`src/rtl/eth_txf_pkg.sv`:
```
package eth_txf_pkg;

  localparam logic [7:0]  PRE_BYTE   = 8'h55;
  localparam logic [7:0]  SFD_BYTE   = 8'hD5;
  localparam logic [31:0] CRC_POLY_R = 32'hEDB88320;

  typedef enum logic [2:0] {
    LD_NONE,
    LD_PRE,
    LD_SFD,
    LD_FIFO,
    LD_ZERO,
    LD_FCS
  } ldSel_t;

  typedef struct packed {
    logic   start;
    logic   active;
    logic   crcEn;
    logic   padBit;
    ldSel_t ldSel;
  } txStrobe_t;

endpackage

```
`src/rtl/eth_txf_ctrl.sv`:
```
module eth_txf_ctrl
  import eth_txf_pkg::*;
#(
  parameter int PRE_LEN  = 7,
  parameter int MIN_BODY = 60,
  parameter int LVL_W    = 8
) (
  input  logic             clk,
  input  logic             rstN,
  input  logic             fifoEof,
  input  logic [LVL_W-1:0] fifoLevel,
  input  logic [LVL_W-1:0] startThresh,
  input  logic             chanFree,
  input  logic             padEn,
  input  logic             fcsEn,
  output logic             fifoRead,
  output txStrobe_t        strb
);

  localparam int PRE_W = $clog2(PRE_LEN);
  localparam int CNT_W = $clog2(MIN_BODY + 1);

  typedef enum logic [2:0] {ST_IDLE, ST_PRE, ST_SFD, ST_DATA, ST_PAD, ST_FCS} state_t;

  state_t           state, stateNxt;
  logic [2:0]       bitCnt;
  logic [PRE_W-1:0] preCnt;
  logic [1:0]       fcsCnt;
  logic [CNT_W-1:0] bodyCnt;
  logic             lastSeen, padOn, fcsOn;
  logic             byteEnd, canStart, needPad;
  ldSel_t           ld;

  assign byteEnd  = (bitCnt == 3'd7);
  assign canStart = chanFree && (fifoLevel != '0) && (fifoLevel >= startThresh);
  assign needPad  = padOn && (bodyCnt < CNT_W'(MIN_BODY));

  always_comb begin
    stateNxt = state;
    ld       = LD_NONE;
    fifoRead = 1'b0;
    case (state)
      ST_IDLE: if (canStart) begin
        stateNxt = ST_PRE;
        ld       = LD_PRE;
      end
      ST_PRE: if (byteEnd) begin
        if (preCnt == PRE_W'(PRE_LEN - 1)) begin
          stateNxt = ST_SFD;
          ld       = LD_SFD;
        end else begin
          ld = LD_PRE;
        end
      end
      ST_SFD: if (byteEnd) begin
        stateNxt = ST_DATA;
        ld       = LD_FIFO;
        fifoRead = 1'b1;
      end
      ST_DATA, ST_PAD: if (byteEnd) begin
        if (state == ST_DATA && !lastSeen) begin
          ld       = LD_FIFO;
          fifoRead = 1'b1;
        end else if (needPad) begin
          stateNxt = ST_PAD;
          ld       = LD_ZERO;
        end else if (fcsOn) begin
          stateNxt = ST_FCS;
          ld       = LD_FCS;
        end else begin
          stateNxt = ST_IDLE;
        end
      end
      ST_FCS: if (byteEnd && fcsCnt == 2'd3) stateNxt = ST_IDLE;
      default: stateNxt = ST_IDLE;
    endcase
  end

  always_comb begin
    strb.start  = (state == ST_IDLE) && canStart;
    strb.active = (state != ST_IDLE);
    strb.crcEn  = (state == ST_DATA) || (state == ST_PAD);
    strb.padBit = (state == ST_PAD);
    strb.ldSel  = ld;
  end

  always_ff @(posedge clk) begin
    if (!rstN) begin
      state    <= ST_IDLE;
      bitCnt   <= '0;
      preCnt   <= '0;
      fcsCnt   <= '0;
      bodyCnt  <= '0;
      lastSeen <= 1'b0;
      padOn    <= 1'b0;
      fcsOn    <= 1'b0;
    end else begin
      state  <= stateNxt;
      bitCnt <= (state == ST_IDLE) ? 3'd0 : bitCnt + 3'd1;
      if (strb.start) begin
        preCnt   <= '0;
        fcsCnt   <= '0;
        bodyCnt  <= '0;
        lastSeen <= 1'b0;
        padOn    <= padEn;
        fcsOn    <= fcsEn;
      end else begin
        if (state == ST_PRE && byteEnd) preCnt <= preCnt + PRE_W'(1);
        if (state == ST_FCS && byteEnd) fcsCnt <= fcsCnt + 2'd1;
        if ((ld == LD_FIFO || ld == LD_ZERO) && bodyCnt != CNT_W'(MIN_BODY))
          bodyCnt <= bodyCnt + CNT_W'(1);
        if (fifoRead) lastSeen <= fifoEof;
      end
    end
  end

  AST_START_GATED: assert property (@(posedge clk) disable iff (!rstN)
    $rose(strb.active) |-> $past(chanFree && fifoLevel != '0 && fifoLevel >= startThresh));
  AST_NO_READ_PAST_EOF: assert property (@(posedge clk) disable iff (!rstN)
    fifoRead |-> !lastSeen);
  AST_PAD_REACHES_MIN: assert property (@(posedge clk) disable iff (!rstN)
    ($rose(state == ST_FCS) && padOn) |-> bodyCnt == CNT_W'(MIN_BODY));

endmodule

```
`src/rtl/eth_txf_dp.sv`:
```
module eth_txf_dp
  import eth_txf_pkg::*;
(
  input  logic      clk,
  input  logic      rstN,
  input  txStrobe_t strb,
  input  logic [7:0] fifoData,
  output logic      txBit,
  output logic      txValid
);

  logic [31:0] shReg, crc, crcNext;
  logic        outBit;

  function automatic logic [31:0] crcStep(input logic [31:0] c, input logic b);
    crcStep = {1'b0, c[31:1]} ^ ((c[0] ^ b) ? CRC_POLY_R : 32'h0);
  endfunction

  assign outBit  = shReg[0];
  assign crcNext = crcStep(crc, outBit);

  always_ff @(posedge clk) begin
    if (!rstN) begin
      shReg   <= '0;
      crc     <= '1;
      txBit   <= 1'b0;
      txValid <= 1'b0;
    end else begin
      case (strb.ldSel)
        LD_PRE:  shReg <= {24'h0, PRE_BYTE};
        LD_SFD:  shReg <= {24'h0, SFD_BYTE};
        LD_FIFO: shReg <= {24'h0, fifoData};
        LD_ZERO: shReg <= '0;
        LD_FCS:  shReg <= ~crcNext;
        default: shReg <= {1'b0, shReg[31:1]};
      endcase
      if (strb.start)      crc <= '1;
      else if (strb.crcEn) crc <= crcNext;
      txBit   <= strb.active ? outBit : 1'b0;
      txValid <= strb.active;
    end
  end

  AST_CRC_FROZEN: assert property (@(posedge clk) disable iff (!rstN)
    (!strb.crcEn && !strb.start) |=> $stable(crc));
  AST_PAD_IS_ZERO: assert property (@(posedge clk) disable iff (!rstN)
    strb.padBit |-> !outBit);

endmodule

```
`src/rtl/eth_tx_framer.sv`:
```
module eth_tx_framer
  import eth_txf_pkg::*;
#(
  parameter int PRE_LEN  = 7,
  parameter int MIN_BODY = 60,
  parameter int LVL_W    = 8
) (
  input  logic             clk,
  input  logic             rstN,
  input  logic [7:0]       fifoData,
  input  logic             fifoEof,
  input  logic [LVL_W-1:0] fifoLevel,
  output logic             fifoRead,
  input  logic [LVL_W-1:0] startThresh,
  input  logic             chanFree,
  input  logic             padEn,
  input  logic             fcsEn,
  output logic             txBit,
  output logic             txValid
);

  txStrobe_t strb;

  eth_txf_ctrl #(.PRE_LEN(PRE_LEN), .MIN_BODY(MIN_BODY), .LVL_W(LVL_W)) u_ctrl (
    .clk(clk), .rstN(rstN), .fifoEof(fifoEof), .fifoLevel(fifoLevel),
    .startThresh(startThresh), .chanFree(chanFree), .padEn(padEn), .fcsEn(fcsEn),
    .fifoRead(fifoRead), .strb(strb)
  );

  eth_txf_dp u_dp (
    .clk(clk), .rstN(rstN), .strb(strb), .fifoData(fifoData),
    .txBit(txBit), .txValid(txValid)
  );

  AST_IDLE_NO_READ: assert property (@(posedge clk) disable iff (!rstN)
    (!txValid && !chanFree) |-> !fifoRead);

endmodule

```
`config.mk`:
```
export PLATFORM = sky130hd
export DESIGN_NAME = eth_tx_framer
export DESIGN_NICKNAME = d
export VERILOG_FILES = /design/src/rtl/eth_txf_pkg.sv /design/src/rtl/eth_txf_ctrl.sv /design/src/rtl/eth_txf_dp.sv /design/src/rtl/eth_tx_framer.sv
export SDC_FILE = /design/constraint.sdc
export NUM_CORES = 1
export LEC_CHECK = 0
export ABC_AREA = 1
export CORE_UTILIZATION = 35
export DETAILED_ROUTE_END_ITERATION = 16
export PLACE_DENSITY = 0.61
export SLEW_MARGIN = 20
export SYNTH_ARGS = -nofsm -noshare
export SYNTH_HDL_FRONTEND = slang
export SYNTH_SLANG_ARGS = --single-unit
export TNS_END_PERCENT = 100
```
`constraint.sdc`:
```
create_clock -name clk -period 2.1 [get_ports clk]
set_clock_uncertainty 0.2 [all_clocks]
set_input_delay 0.42 -clock clk [delete_from_list [all_inputs] [get_ports clk]]
set_output_delay 0.42 -clock clk [all_outputs]
set_load 0.05 [all_outputs]
```
==> metrics.txt <==
DRT iter0 DRCs roughly 160; peak supply drop between 0.4 and 0.5 mV; Clock Latency Late Sink roughly 340 ps; Layout Cells excl Fill 728; core area around 0.011 sq mm; H-tree depth 3; First-pass DRT Iterations 4; clk buf depth 2; Slowest cell on crit path dfxtp_2; status finished clean; gpl congestion a little over 0.8; Num CTS Buffers 9; library cells used by synthesis 36; Overall Power 4.83 mW; pre-CTS setup slack -665 ps; Mean Syn Cell Area a little under 8 sq um; Req. time, crit path between 1000 and 1500 ps; layout cells sized above 1 between 20% and 30%; GRT Residual Overflow 0; commonest cells after routing, fill and taps aside nand2_1, dfxtp_1, nand3_1; fin crit period around 2100 ps; Final HPWL DP 6100 microns; critical path capture point type output pin; Post-Route WL slightly above 9000 microns; Die Wd 110 microns; Core Rows 39; Max Freq 482 MHz; nets around 630; DIE HEIGHT 110 microns; PD cells about 900 mW/mm^2; Synth Instances between 500 and 600; CTS tree yes; PortBufs 32; Routed WL per cell approximately 13 microns; period utilisation layout 98.8%; Max Transition Viols Final 0; measured slew at the worst slew-check pin around 400 ps; Setup Crit Path Kind reg2out; Sink Count 86; initial antenna violation count 0; Worst setup SP type flip-flop; # diodes 0; DR DRC count 0; yosys warns 0; vias in the first global route 3402; syn nets between 500 and 600; die area 0.0121 sq mm; crit-path cells inv_2, nor2_4, nand3_4, a21oi_4, buf_6, buf_12; clock slew at reported path FFs around 60 ps; Min-Delay Path Class reg2reg; Inst Count DP 696; worst-path fanout max 3; Pleak approximately 2.3 nW; post-route ant nets 0; # setup viols final 0; most common cell after layout, fill and taps aside nand2_1; Util after Layout between 40 and 50%; RSZ-0062 raised after global routing true; first-pass GRT wire length about 16000 microns; Slew HR between 70 and 80%; Tot GR Track Use 16.6%; Synth-to-Final Area Change 32.5%; Vias/cell 4.88; Initial Util a little over a third; max_cap viols 0; DR vias ~3600; clk root buf clkbuf_16; Boundary Pins 33; Final Hold Viols 0; sequential area share after synthesis between 40% and 50%; Syn Std Cell Area 0.00409 sq mm; fillers 1084; crit path DAT 1460 ps; Max stage delay on crit path 330 ps; setup ws final roughly 25 ps; pin count of the biggest net entering global routing 38; Yosys reg bits 86
==> flip-flops by register name, summed over array words and instances, names as in the netlist <==
name,count
u_ctrl.fcsOn,1
u_ctrl.fcsCnt,2
u_dp.crc,32
u_ctrl.padOn,1
u_ctrl.state,3
u_dp.shReg,32
u_dp.txBit,1
u_dp.txValid,1
u_ctrl.bitCnt,3
u_ctrl.lastSeen,1
u_ctrl.bodyCnt,6
u_ctrl.preCnt,3
==> worst max-delay path: cells and delay by family, from the launching register on <==
kind	cells	cell delay, ps
buf+inv	3	290
flops	1	330
simple gates	2	300
compound gates	1	180
==> timing repair <==
item	in CTS	in global routing
resized for setup	35	79
cloned	1	1
hold buffers	0	0
setup endpoints to repair	79	73
pin swaps	9	30
buffers inserted	5	10
==> routing by layer <==
layer	vias to the layer above	GRT usage (%)	wire, microns
li1	1819	-	-
met1	1672	21.0	4520
met2	55	28.0	4340
met3	10	3.23	299
met4	0	6.11	138
met5	-	0	0
==> kinds of logic after synthesis <==
family | share of synthesized area, %
compound gates | 8.59
xor+xnor | 4.07
fa+ha+maj | 4.59
buf+inv | 7.86
flops | 42.1
simple gates | 32.8
==> path summary, 6_finish.rpt <==
check	start	endpoint	slack, ps	cells past startpoint
worst max-delay path	u_ctrl.state[1]	fifoRead	20	6
worst min-delay path	u_ctrl.bitCnt[0]	u_ctrl.bitCnt[0]	220	1
worst max register to register	u_ctrl.bitCnt[0]	u_dp.shReg[12]	80	11
worst min register to register	u_ctrl.bitCnt[0]	u_ctrl.bitCnt[0]	220	1
==> Yosys cell counts, drive strengths merged <==
cell,n,area (sq um)
nand2,124,521
dfxtp,86,1720
nand3,82,445
inv,50,190
nor2,42,190
a21oi,31,204
o21ai,19,95.1
xor2,18,158
ha,15,188
buf,13,86.3
nand3b,12,90.1
clkbuf,11,41.3
nand4,6,67.6
o211ai,5,37.5
or2,3,18.8
and2,1,6.26
clkinv,1,3.75
nor3,1,5.00
o21a,1,7.51
o31ai,1,7.51
xnor2,1,8.76
==> power by group <==
group	internal, mW	switching [mW]	total [mW]
registers	1.76	0.0910	1.85
clock network	1.07	0.646	1.72
logic	0.516	0.742	1.26
==> metrics by stage <==
stage / area [sq um] / hold slack, ps / TNS (ps)
3_3_place_gp: 4700 / 214 / -40070
6_report: 5420 / 224 / 0
3_5_place_dp: 4700 / 219 / -41230
5_1_grt: 5420 / 247 / -66.9
4_1_cts: 5150 / 227 / 0
2_1_floorplan: 4130 / 203 / -468
==> final cells by class <==
type	count	area [sq um]	share of cell area, %
multi-input cells	363	2330	43.0
flip-flops and latches	86	1730	31.9
repair buffers	70	658	12.1
clock buffers	10	239	4.41
inverters	51	201	3.71
well taps	143	179	3.30
clock inverters	5	82.6	1.52
(Power assumes the default switching activity.)
